File: src/rtl/fdiv_pkg.sv
package fdiv_pkg;
  localparam int FD_DIV_W = 16;
  typedef logic [FD_DIV_W-1:0] fd_word_t;
  typedef struct packed {
    logic     hb;
    logic     sw;
    fd_word_t div;
  } fd_cfg_t;
endpackage

File: src/rtl/fdiv_load.sv
module fdiv_load
  import fdiv_pkg::*;
#(
  parameter int SW_MIN  = 272,
  parameter int DIR_W   = 12,
  parameter int DIR_MIN = 4
) (
  input  logic     clk,
  input  logic     rst,
  input  logic     load,
  input  logic     band_in,
  input  logic     sw_in,
  input  fd_word_t word_in,
  input  logic     apply,
  output logic     act_hb,
  output logic     act_sw,
  output fd_word_t nxt_div,
  output logic     range_err
);
  localparam fd_word_t SW_FLOOR = fd_word_t'(SW_MIN);
  localparam logic [DIR_W-1:0] DIR_FLOOR = DIR_W'(DIR_MIN);
  localparam fd_cfg_t RST_CFG = '{hb: 1'b0, sw: 1'b0, div: fd_word_t'(DIR_MIN)};

  fd_cfg_t          act_cfg;
  fd_cfg_t          pend_cfg;
  logic             pend_v;
  logic             req_sw;
  logic             bad;
  logic [DIR_W-1:0] low;
  fd_word_t         clamped;

  // Clamp the requested word against the floor of the requested mode.
  always_comb begin
    req_sw = band_in | sw_in;
    low    = word_in[DIR_W-1:0];
    if (req_sw) begin
      bad     = (word_in < SW_FLOOR);
      clamped = bad ? SW_FLOOR : word_in;
    end else begin
      bad     = (low < DIR_FLOOR);
      clamped = bad ? fd_word_t'(DIR_FLOOR) : fd_word_t'(low);
    end
  end

  always_ff @(posedge clk) begin
    if (rst) begin
      act_cfg   <= RST_CFG;
      pend_cfg  <= '0;
      pend_v    <= 1'b0;
      range_err <= 1'b0;
    end else begin
      if (apply) begin
        act_cfg <= pend_v ? pend_cfg : act_cfg;
        pend_v  <= 1'b0;
      end
      if (load) begin
        pend_cfg <= '{hb: band_in, sw: req_sw, div: clamped};
        pend_v   <= 1'b1;
        if (bad) range_err <= 1'b1;
      end
    end
  end

  assign act_hb  = act_cfg.hb;
  assign act_sw  = act_cfg.sw;
  assign nxt_div = pend_v ? pend_cfg.div : act_cfg.div;

  AST_HOLD_CFG: assert property (@(posedge clk) disable iff (rst) !apply |=> $stable(act_cfg)) else $error("config changed off boundary");
  AST_SW_FLOOR: assert property (@(posedge clk) disable iff (rst) act_cfg.sw |-> (act_cfg.div >= SW_FLOOR)) else $error("swallow divisor below floor");
  AST_DIR_FLOOR: assert property (@(posedge clk) disable iff (rst) !act_cfg.sw |-> (act_cfg.div[DIR_W-1:0] >= DIR_FLOOR)) else $error("direct divisor below floor");
  AST_ERR_STICKY: assert property (@(posedge clk) disable iff (rst) range_err |=> range_err) else $error("range flag cleared");
  AST_HB_SWALLOW: assert property (@(posedge clk) disable iff (rst) act_cfg.hb |-> act_cfg.sw) else $error("high band not in swallow mode");
endmodule

File: src/rtl/fdiv_swallow.sv
module fdiv_swallow
  import fdiv_pkg::*;
#(
  parameter int SW_BITS = 4
) (
  input  logic     clk,
  input  logic     rst,
  input  logic     en,
  input  logic     step,
  input  logic     reload,
  input  fd_word_t ld_div,
  output logic     term,
  output logic     mod_hi
);
  localparam int MAIN_W = FD_DIV_W - SW_BITS;

  logic [SW_BITS-1:0] swc;
  logic [MAIN_W-1:0]  mcnt;

  assign term   = en && step && (mcnt == MAIN_W'(1));
  assign mod_hi = en && (swc != '0);

  always_ff @(posedge clk) begin
    if (rst) begin
      swc  <= '0;
      mcnt <= '0;
    end else if (reload) begin
      swc  <= ld_div[SW_BITS-1:0];
      mcnt <= ld_div[FD_DIV_W-1:SW_BITS];
    end else if (en && step) begin
      mcnt <= mcnt - MAIN_W'(1);
      if (swc != '0) swc <= swc - SW_BITS'(1);
    end
  end

  AST_MAIN_ABOVE_SWC: assert property (@(posedge clk) disable iff (rst) en |-> (mcnt > MAIN_W'(swc))) else $error("swallow count reached main count");
endmodule

File: src/rtl/fdiv_direct.sv
module fdiv_direct #(
  parameter int DIR_W   = 12,
  parameter int DIR_MIN = 4
) (
  input  logic             clk,
  input  logic             rst,
  input  logic             en,
  input  logic             step,
  input  logic             reload,
  input  logic [DIR_W-1:0] ld_div,
  output logic             term
);
  logic [DIR_W-1:0] cnt;

  assign term = en && step && (cnt == DIR_W'(1));

  always_ff @(posedge clk) begin
    if (rst)              cnt <= DIR_W'(DIR_MIN);
    else if (reload)      cnt <= ld_div;
    else if (en && step)  cnt <= cnt - DIR_W'(1);
  end

  AST_DCNT_LIVE: assert property (@(posedge clk) disable iff (rst) en |-> (cnt != '0)) else $error("direct counter underflow");
endmodule

File: src/rtl/dmod_divider.sv
module dmod_divider
  import fdiv_pkg::*;
#(
  parameter int SW_BITS = 4,
  parameter int SW_MIN  = 272,
  parameter int DIR_W   = 12,
  parameter int DIR_MIN = 4
) (
  input  logic                clk,
  input  logic                rst,
  input  logic                hb_tick,
  input  logic                lb_tick,
  input  logic                load,
  input  logic                band_sel,
  input  logic                swallow_sel,
  input  logic [FD_DIV_W-1:0] div_word,
  input  logic                psc_tick,
  output logic                psc_src,
  output logic                mod_hi,
  output logic                div_pulse,
  output logic                range_err
);
  logic     act_hb;
  logic     act_sw;
  fd_word_t nxt_div;
  logic     sw_term;
  logic     dir_term;
  logic     apply;
  logic     sel_tick;

  assign apply    = sw_term | dir_term;
  assign sel_tick = act_hb ? hb_tick : lb_tick;

  fdiv_load #(.SW_MIN(SW_MIN), .DIR_W(DIR_W), .DIR_MIN(DIR_MIN)) load_i (
    .clk(clk), .rst(rst), .load(load), .band_in(band_sel), .sw_in(swallow_sel),
    .word_in(div_word), .apply(apply), .act_hb(act_hb), .act_sw(act_sw),
    .nxt_div(nxt_div), .range_err(range_err)
  );

  fdiv_swallow #(.SW_BITS(SW_BITS)) swallow_i (
    .clk(clk), .rst(rst), .en(act_sw), .step(psc_tick), .reload(apply),
    .ld_div(nxt_div), .term(sw_term), .mod_hi(mod_hi)
  );

  fdiv_direct #(.DIR_W(DIR_W), .DIR_MIN(DIR_MIN)) direct_i (
    .clk(clk), .rst(rst), .en(!act_sw), .step(lb_tick), .reload(apply),
    .ld_div(nxt_div[DIR_W-1:0]), .term(dir_term)
  );

  always_ff @(posedge clk) begin
    if (rst) begin
      psc_src   <= 1'b0;
      div_pulse <= 1'b0;
    end else begin
      psc_src   <= act_sw && sel_tick;
      div_pulse <= apply;
    end
  end

  AST_PULSE_ONE: assert property (@(posedge clk) disable iff (rst) div_pulse |=> !div_pulse) else $error("pulse wider than one cycle");
  AST_DIRECT_QUIET: assert property (@(posedge clk) disable iff (rst) (!act_sw && !$past(act_sw)) |-> (!psc_src && !mod_hi)) else $error("prescaler driven in direct mode");
  AST_PULSE_CAUSE: assert property (@(posedge clk) disable iff (rst) div_pulse |-> $past(psc_tick || lb_tick)) else $error("pulse without a counted tick");
endmodule

File: config.mk
export PLATFORM = sky130hd
export DESIGN_NAME = dmod_divider
export DESIGN_NICKNAME = d
export VERILOG_FILES = /design/src/rtl/fdiv_pkg.sv /design/src/rtl/fdiv_load.sv /design/src/rtl/fdiv_swallow.sv /design/src/rtl/fdiv_direct.sv /design/src/rtl/dmod_divider.sv
export SDC_FILE = /design/constraint.sdc
export NUM_CORES = 1
export LEC_CHECK = 0
export BUFFER_PORTS_ARGS = -buffer_cell sky130_fd_sc_hd__buf_2
export CORE_MARGIN = 8
export CORE_UTILIZATION = 30
export CTS_CLUSTER_SIZE = 30
export DETAILED_ROUTE_END_ITERATION = 10
export GPL_ROUTABILITY_DRIVEN = 0
export REMOVE_ABC_BUFFERS = 1
export SLEW_MARGIN = 20
export SYNTH_ARGS = -nofsm -noshare
export SYNTH_HDL_FRONTEND = slang
export SYNTH_SLANG_ARGS = --single-unit
export TNS_END_PERCENT = 20
File: constraint.sdc
create_clock -name clk -period 2.1 [get_ports clk]
set_input_delay 0.42 -clock clk [delete_from_list [all_inputs] [get_ports clk]]
set_output_delay 0.42 -clock clk [all_outputs]
set_load 0.1 [all_outputs]
== After elaboration in Yosys (flattened, before gate mapping) ==
Cells that the tools add are included.
Cells by class
  magnitude comparators: 2
  mux-type cells: 15
  add/sub/neg operators: 3
  reductions and logical operators: 15
  bitwise gates (word level): 2
  equality and inequality tests: 2
Operators by type and width (number)
  two-way mux 12 bit: 5
  two-way mux 16 bit: 3
  equality test 12 x 1 -> 1 bit (second input constant): 2
  subtractor 12 x 1 -> 12 bit (second input constant): 2
  less-than comparator 16 x 9 -> 1 bit (second input constant): 1
  less-than comparator 12 x 3 -> 1 bit (second input constant): 1
  two-way mux 4 bit: 3
  nonzero test 2 bit: 4
  logical AND 1 bit: 6
  AND reduction 2 bit: 3
  two-way mux 1 bit: 4
  nonzero test 4 bit: 1
  subtractor 4 x 1 -> 4 bit (second input constant): 1
  bitwise OR 1 bit: 2
  logical NOT 1 bit: 1
Word-level totals
  output and inout port bits: 4
  input port bits: 24
  register bits: 68
  word-level logic and storage cells: 52

== Depth between registers and ports, before layout ==
  depth in word-level cells: 6
  gate-level depth with buffers: 8

== Modules after synthesis ==
Synthesis repeated with hierarchy kept, for this count alone.
Unflattened totals
  cell total of the unflattened synthesis: 387
  area total of the unflattened synthesis: 3394.5 um^2
By module, submodules not included
  fdiv_load: times used 1, sequential area each 760.7 um^2, cells an instance 187, area an instance 1630.3 um^2
  fdiv_swallow: times used 1, sequential area each 320.3 um^2, cells an instance 115, area an instance 967.2 um^2
  fdiv_direct: times used 1, sequential area each 240.2 um^2, cells an instance 78, area an instance 715.7 um^2
  dmod_divider: times used 1, sequential area each 40.0 um^2, cells an instance 7, area an instance 81.3 um^2

== Worst setup path before layout ==
No wires, ideal clock.
  path kind: flip-flop to output port
  from: register swallow_i.swc[0]
  to: output port mod_hi
  data required time: 1680 ps
  buffers on the path: 0
  slack: 129 ps
  cell stages (with the launch flop): 5
  data arrival time: 1551 ps
  cells stage by stage: dfxtp_1 > inv_1 > ha_1 > or3b_2 > and2_1
On the way
  longest elaborated chain between the ends: 2
Ends and longest elaborated chain
  start, declared: line fdiv_swallow.sv:17  | logic [SW_BITS-1:0] swc;
  start signal, assigned: line fdiv_swallow.sv:28  | swc <= ld_div[SW_BITS-1:0];
  start signal, assigned: line fdiv_swallow.sv:32  | if (swc != '0) swc <= swc - SW_BITS'(1);
  nonzero test 4 bit: line fdiv_swallow.sv:21  | assign mod_hi = en && (swc != '0);
  logical AND 1 bit: line fdiv_swallow.sv:21
  end, declared: line dmod_divider.sv:19  | output logic mod_hi,
No other way between the ends.

== Final worst setup path ==
Same ends and word-level chain as after synthesis.

==> implementation parameters <==
Parameter                              Value

Power
  Static leakage    0.00154 uW
  Maximum VDD drop    0.525 mV
  Power per cell area    787 mW/mm^2

Global route
  Number of global-route vias before repair    2751
  First-pass GRT wire length    13500 um
  Pin count of the biggest net entering global routing    67
  Congestion Overflow GR    0
  Tot GR Track Use    10.5%
  Number of antenna violations at the first check in global routing    0

Final layout
  Share of cells above drive strength 1    19.0%
  Layout Cells excl Fill    559
  Layout-stage area growth over the synthesis result    19.5%
  Post-layout util    36.8%
  Total number of nets in the final design    441
  Ant diodes    0

Synth
  Fraction of the mapped netlist area in adder cells    2.12%
  Post-Syn Instances    378
  Synthesis-stage register bit count    68
  Multiplexer fraction of the synthesized cell area    8.81%
  Cell taking the most area after synthesis    dfxtp_1
  Number of enable flip-flop cells after synthesis    0
  Ys flop type    dfxtp_1
  Cell variety after synth    53
  Avg Inst Size Synth    9.35 um^2
  Seq/Total Area, Yosys    38.5%
  Number of warnings printed during yosys synthesis    0
  Area fraction in compound gates after synthesis    15.8%
  Share of async-settable or async-resettable flops after synthesis    0%
  Dominant combinational cell family by area after synthesis    simple AND/OR/NAND/NOR gates
  Cell area after technology mapping    0.00353 mm^2
  Area fraction in and, or, nand and nor cells after synthesis    25.3%
  Area share of the largest cell type after synthesis    38.5%
  Synth top area cells    dfxtp_1 39%, mux2i_1 8.5%, nand2b_1 6.9%
  Post-Synth XOR/XNOR Area    4.46%

STA
  Setup ws final    79.1 ps
  Highest achievable clock rate    495 MHz
  Number of setup violations in the final report    0
  Number of failing hold endpoints at the final stage    0
  Largest clock skew in the final design    7.00 ps
  Worst-margin pin slew    523 ps
  Slew headroom    65.1%
  Minimum clock period after layout    2020 ps
  RSZ-0062 raised after global routing    no
  Final period util    96.2%
  Max-slew violation count    0

Die
  Die X-Extent    125 um
  Initial Utilization    30.8%
  Chip height    125 um
  Die footprint    0.0155 mm^2
  Number of top-level pins    28
  Core area    0.0115 mm^2
  Row Count    39

CTS
  Clock latency of the later-clocked register in the worst-skew pair    330 ps
  TritonCTS clock tree    yes
  Number of buffers inserted to repair setup after CTS    0
  Root Driver    clkbuf_16
  Total clock buffers created by CTS    9
  # H-tree levels    3
  CTS sink cnt    68
  Number of buffers on the longest clock path    2
  Clock-pin slew reported for the worst setup and hold paths after clock tree synthesis    50 ps

Setup path
  Worst Path Required    1680 ps
  CP max FO    4
  Arrival time worst endpoint    1600 ps
  Setup crit end kind    output port
  Type of the setup path with the least slack    register to output port
  Kind of launch point of the worst setup path    register

Hold path
  Min-delay worst type    primary input to register

Route
  Total detailed-routing wirelength    8170 um
  Vias    2822
  Count of nets left with antenna violations after detail routing    0
  Number of optimization iterations in the first detailed-route pass    4
  Remaining design rule violation count    0
  Iteration-0 DRC count of the detailed router    113
  Number of vias per cell after detailed routing    5.05
  DR WL/cell    14.6 um

Placement
  Detail Placement HPWL    6010 um
  Placed Cells    543
  Quantity of I/O buffers inserted on ports    27
  Worst slack after detailed placement    127 ps

Flow run
  Number of maximum-capacitance violations    0

Status
  Status    completed
-- worst max-delay path, cell delays in order (launching register included) --
cell and delay, ps:
dfxtp_1 330, inv_2 90, ha_4 140, or3b_4 390, and2_4 170, buf_12 160
-- kinds of logic (layout without fill, tap and decap cells) --
kind of cell,Yosys count,in the layout
simple gates,149,149
compound gates,72,72
flops,68,68
buf+inv,34,72
mux,31,31
xor+xnor,18,18
fa+ha+maj,6,6
-- power by group --
group	switching [uW]	internal, uW
sequential	62.6	1350
clock	532	984
combinational	206	187
total	801	2520
-- cell usage after synthesis (2+ instances only) --
library cell	n
a211oi_1	23
a21oi_1	10
a221oi_1	12
a221oi_2	3
a311oi_1	5
a31oi_1	2
and2_1	4
and4_1	2
buf_2	3
buf_6	4
clkbuf_1	15
dfxtp_1	68
ha_1	6
inv_1	9
mux2i_1	30
nand2_1	13
nand2b_1	39
nand3_1	9
nand3b_1	2
nand4_1	5
nand4b_1	2
nor2_1	26
nor2b_1	16
nor3_1	13
nor3b_1	2
nor4_1	4
nor4_4	2
o21a_1	2
o21ai_0	4
or3_1	2
or4_1	3
xnor2_1	6
xor2_1	12
-- worst paths after layout --
check	from	endpoint	slack (ps)	depth (start not counted)
setup / recovery	swallow_i.swc[0]	mod_hi	80	5
hold / removal	div_word[4]	load_i.pend_cfg[4]	330	2
setup reg to reg	direct_i.cnt[0]	direct_i.cnt[3]	230	5
hold reg to reg	load_i.act_cfg[8]	load_i.act_cfg[8]	470	2
-- per-stage QoR --
step	setup TNS, ps	cell area (um^2)	total power [uW]	hold slack, ps
after floorplan	-9480	3390	1670	443
after global placement	0	3880	1820	453
after detailed placement	0	3880	1830	460
after CTS	0	4220	3360	319
after global routing	0	4220	3470	345
final	0	4220	3320	332
-- cell type report --
type | instances | area [um^2]
Fill cell | 1112 | 7240
Multi-Input combinational cell | 276 | 2020
Sequential cell | 68 | 1360
Timing Repair Buffer | 47 | 325
Clock buffer | 13 | 260
Tap cell | 143 | 179
Clock inverter | 3 | 45.0
Inverter | 9 | 33.8
-- per-layer routing --
| layer | track usage [%] | routed length, um |
|---|---|---|
| met1 | 13.7 | 4110 |
| met2 | 16.2 | 3760 |
| met3 | 2.00 | 179 |
| met4 | 5.03 | 123 |
| met5 | 0 | 0 |
-- placed cells by master (no fill, tap or decap), drive strengths merged, types with 2 or more instances in the layout --
cell      netlist  routed
nor2           26      26
ha              6       6
a211oi         23      23
inv             9       9
xnor2           6       6
nor3b           2       2
nor4            6       6
or3             2       2
o21ai           4       4
and2            4       4
or4             3       3
mux2i          30      30
a311oi          5       5
nand4           6       6
nand3b          2       2
a31oi           2       2
and4            2       2
nand3           9       9
nand2b         39      39
o21a            2       2
a221oi         15      15
dfxtp          68      68
nand4b          2       2
nand2          13      13
nor3           13      13
nor2b          16      16
xor2           12      12
clkinvlp        0       2
buf             9      47
a21oi          11      11
clkbuf         16      13
-- sequential cells by signal, indices dropped and copies added, names as in the netlist --
register / flops
load_i.pend_cfg: 18
load_i.act_cfg: 16
direct_i.cnt: 12
swallow_i.mcnt: 12
swallow_i.swc: 4
div_pulse: 1
load_i.act_hb: 1
load_i.act_sw: 1
load_i.pend_v: 1
load_i.range_err: 1
psc_src: 1
-- what timing repair did --
item,in CTS,in global routing
hold buffers,0,0
resized for setup,10,1
pin swaps,1,0
endpoints found under the setup margin,1,6
gates cloned,0,0
No activity file was read; power rests on OpenSTA's default activity.
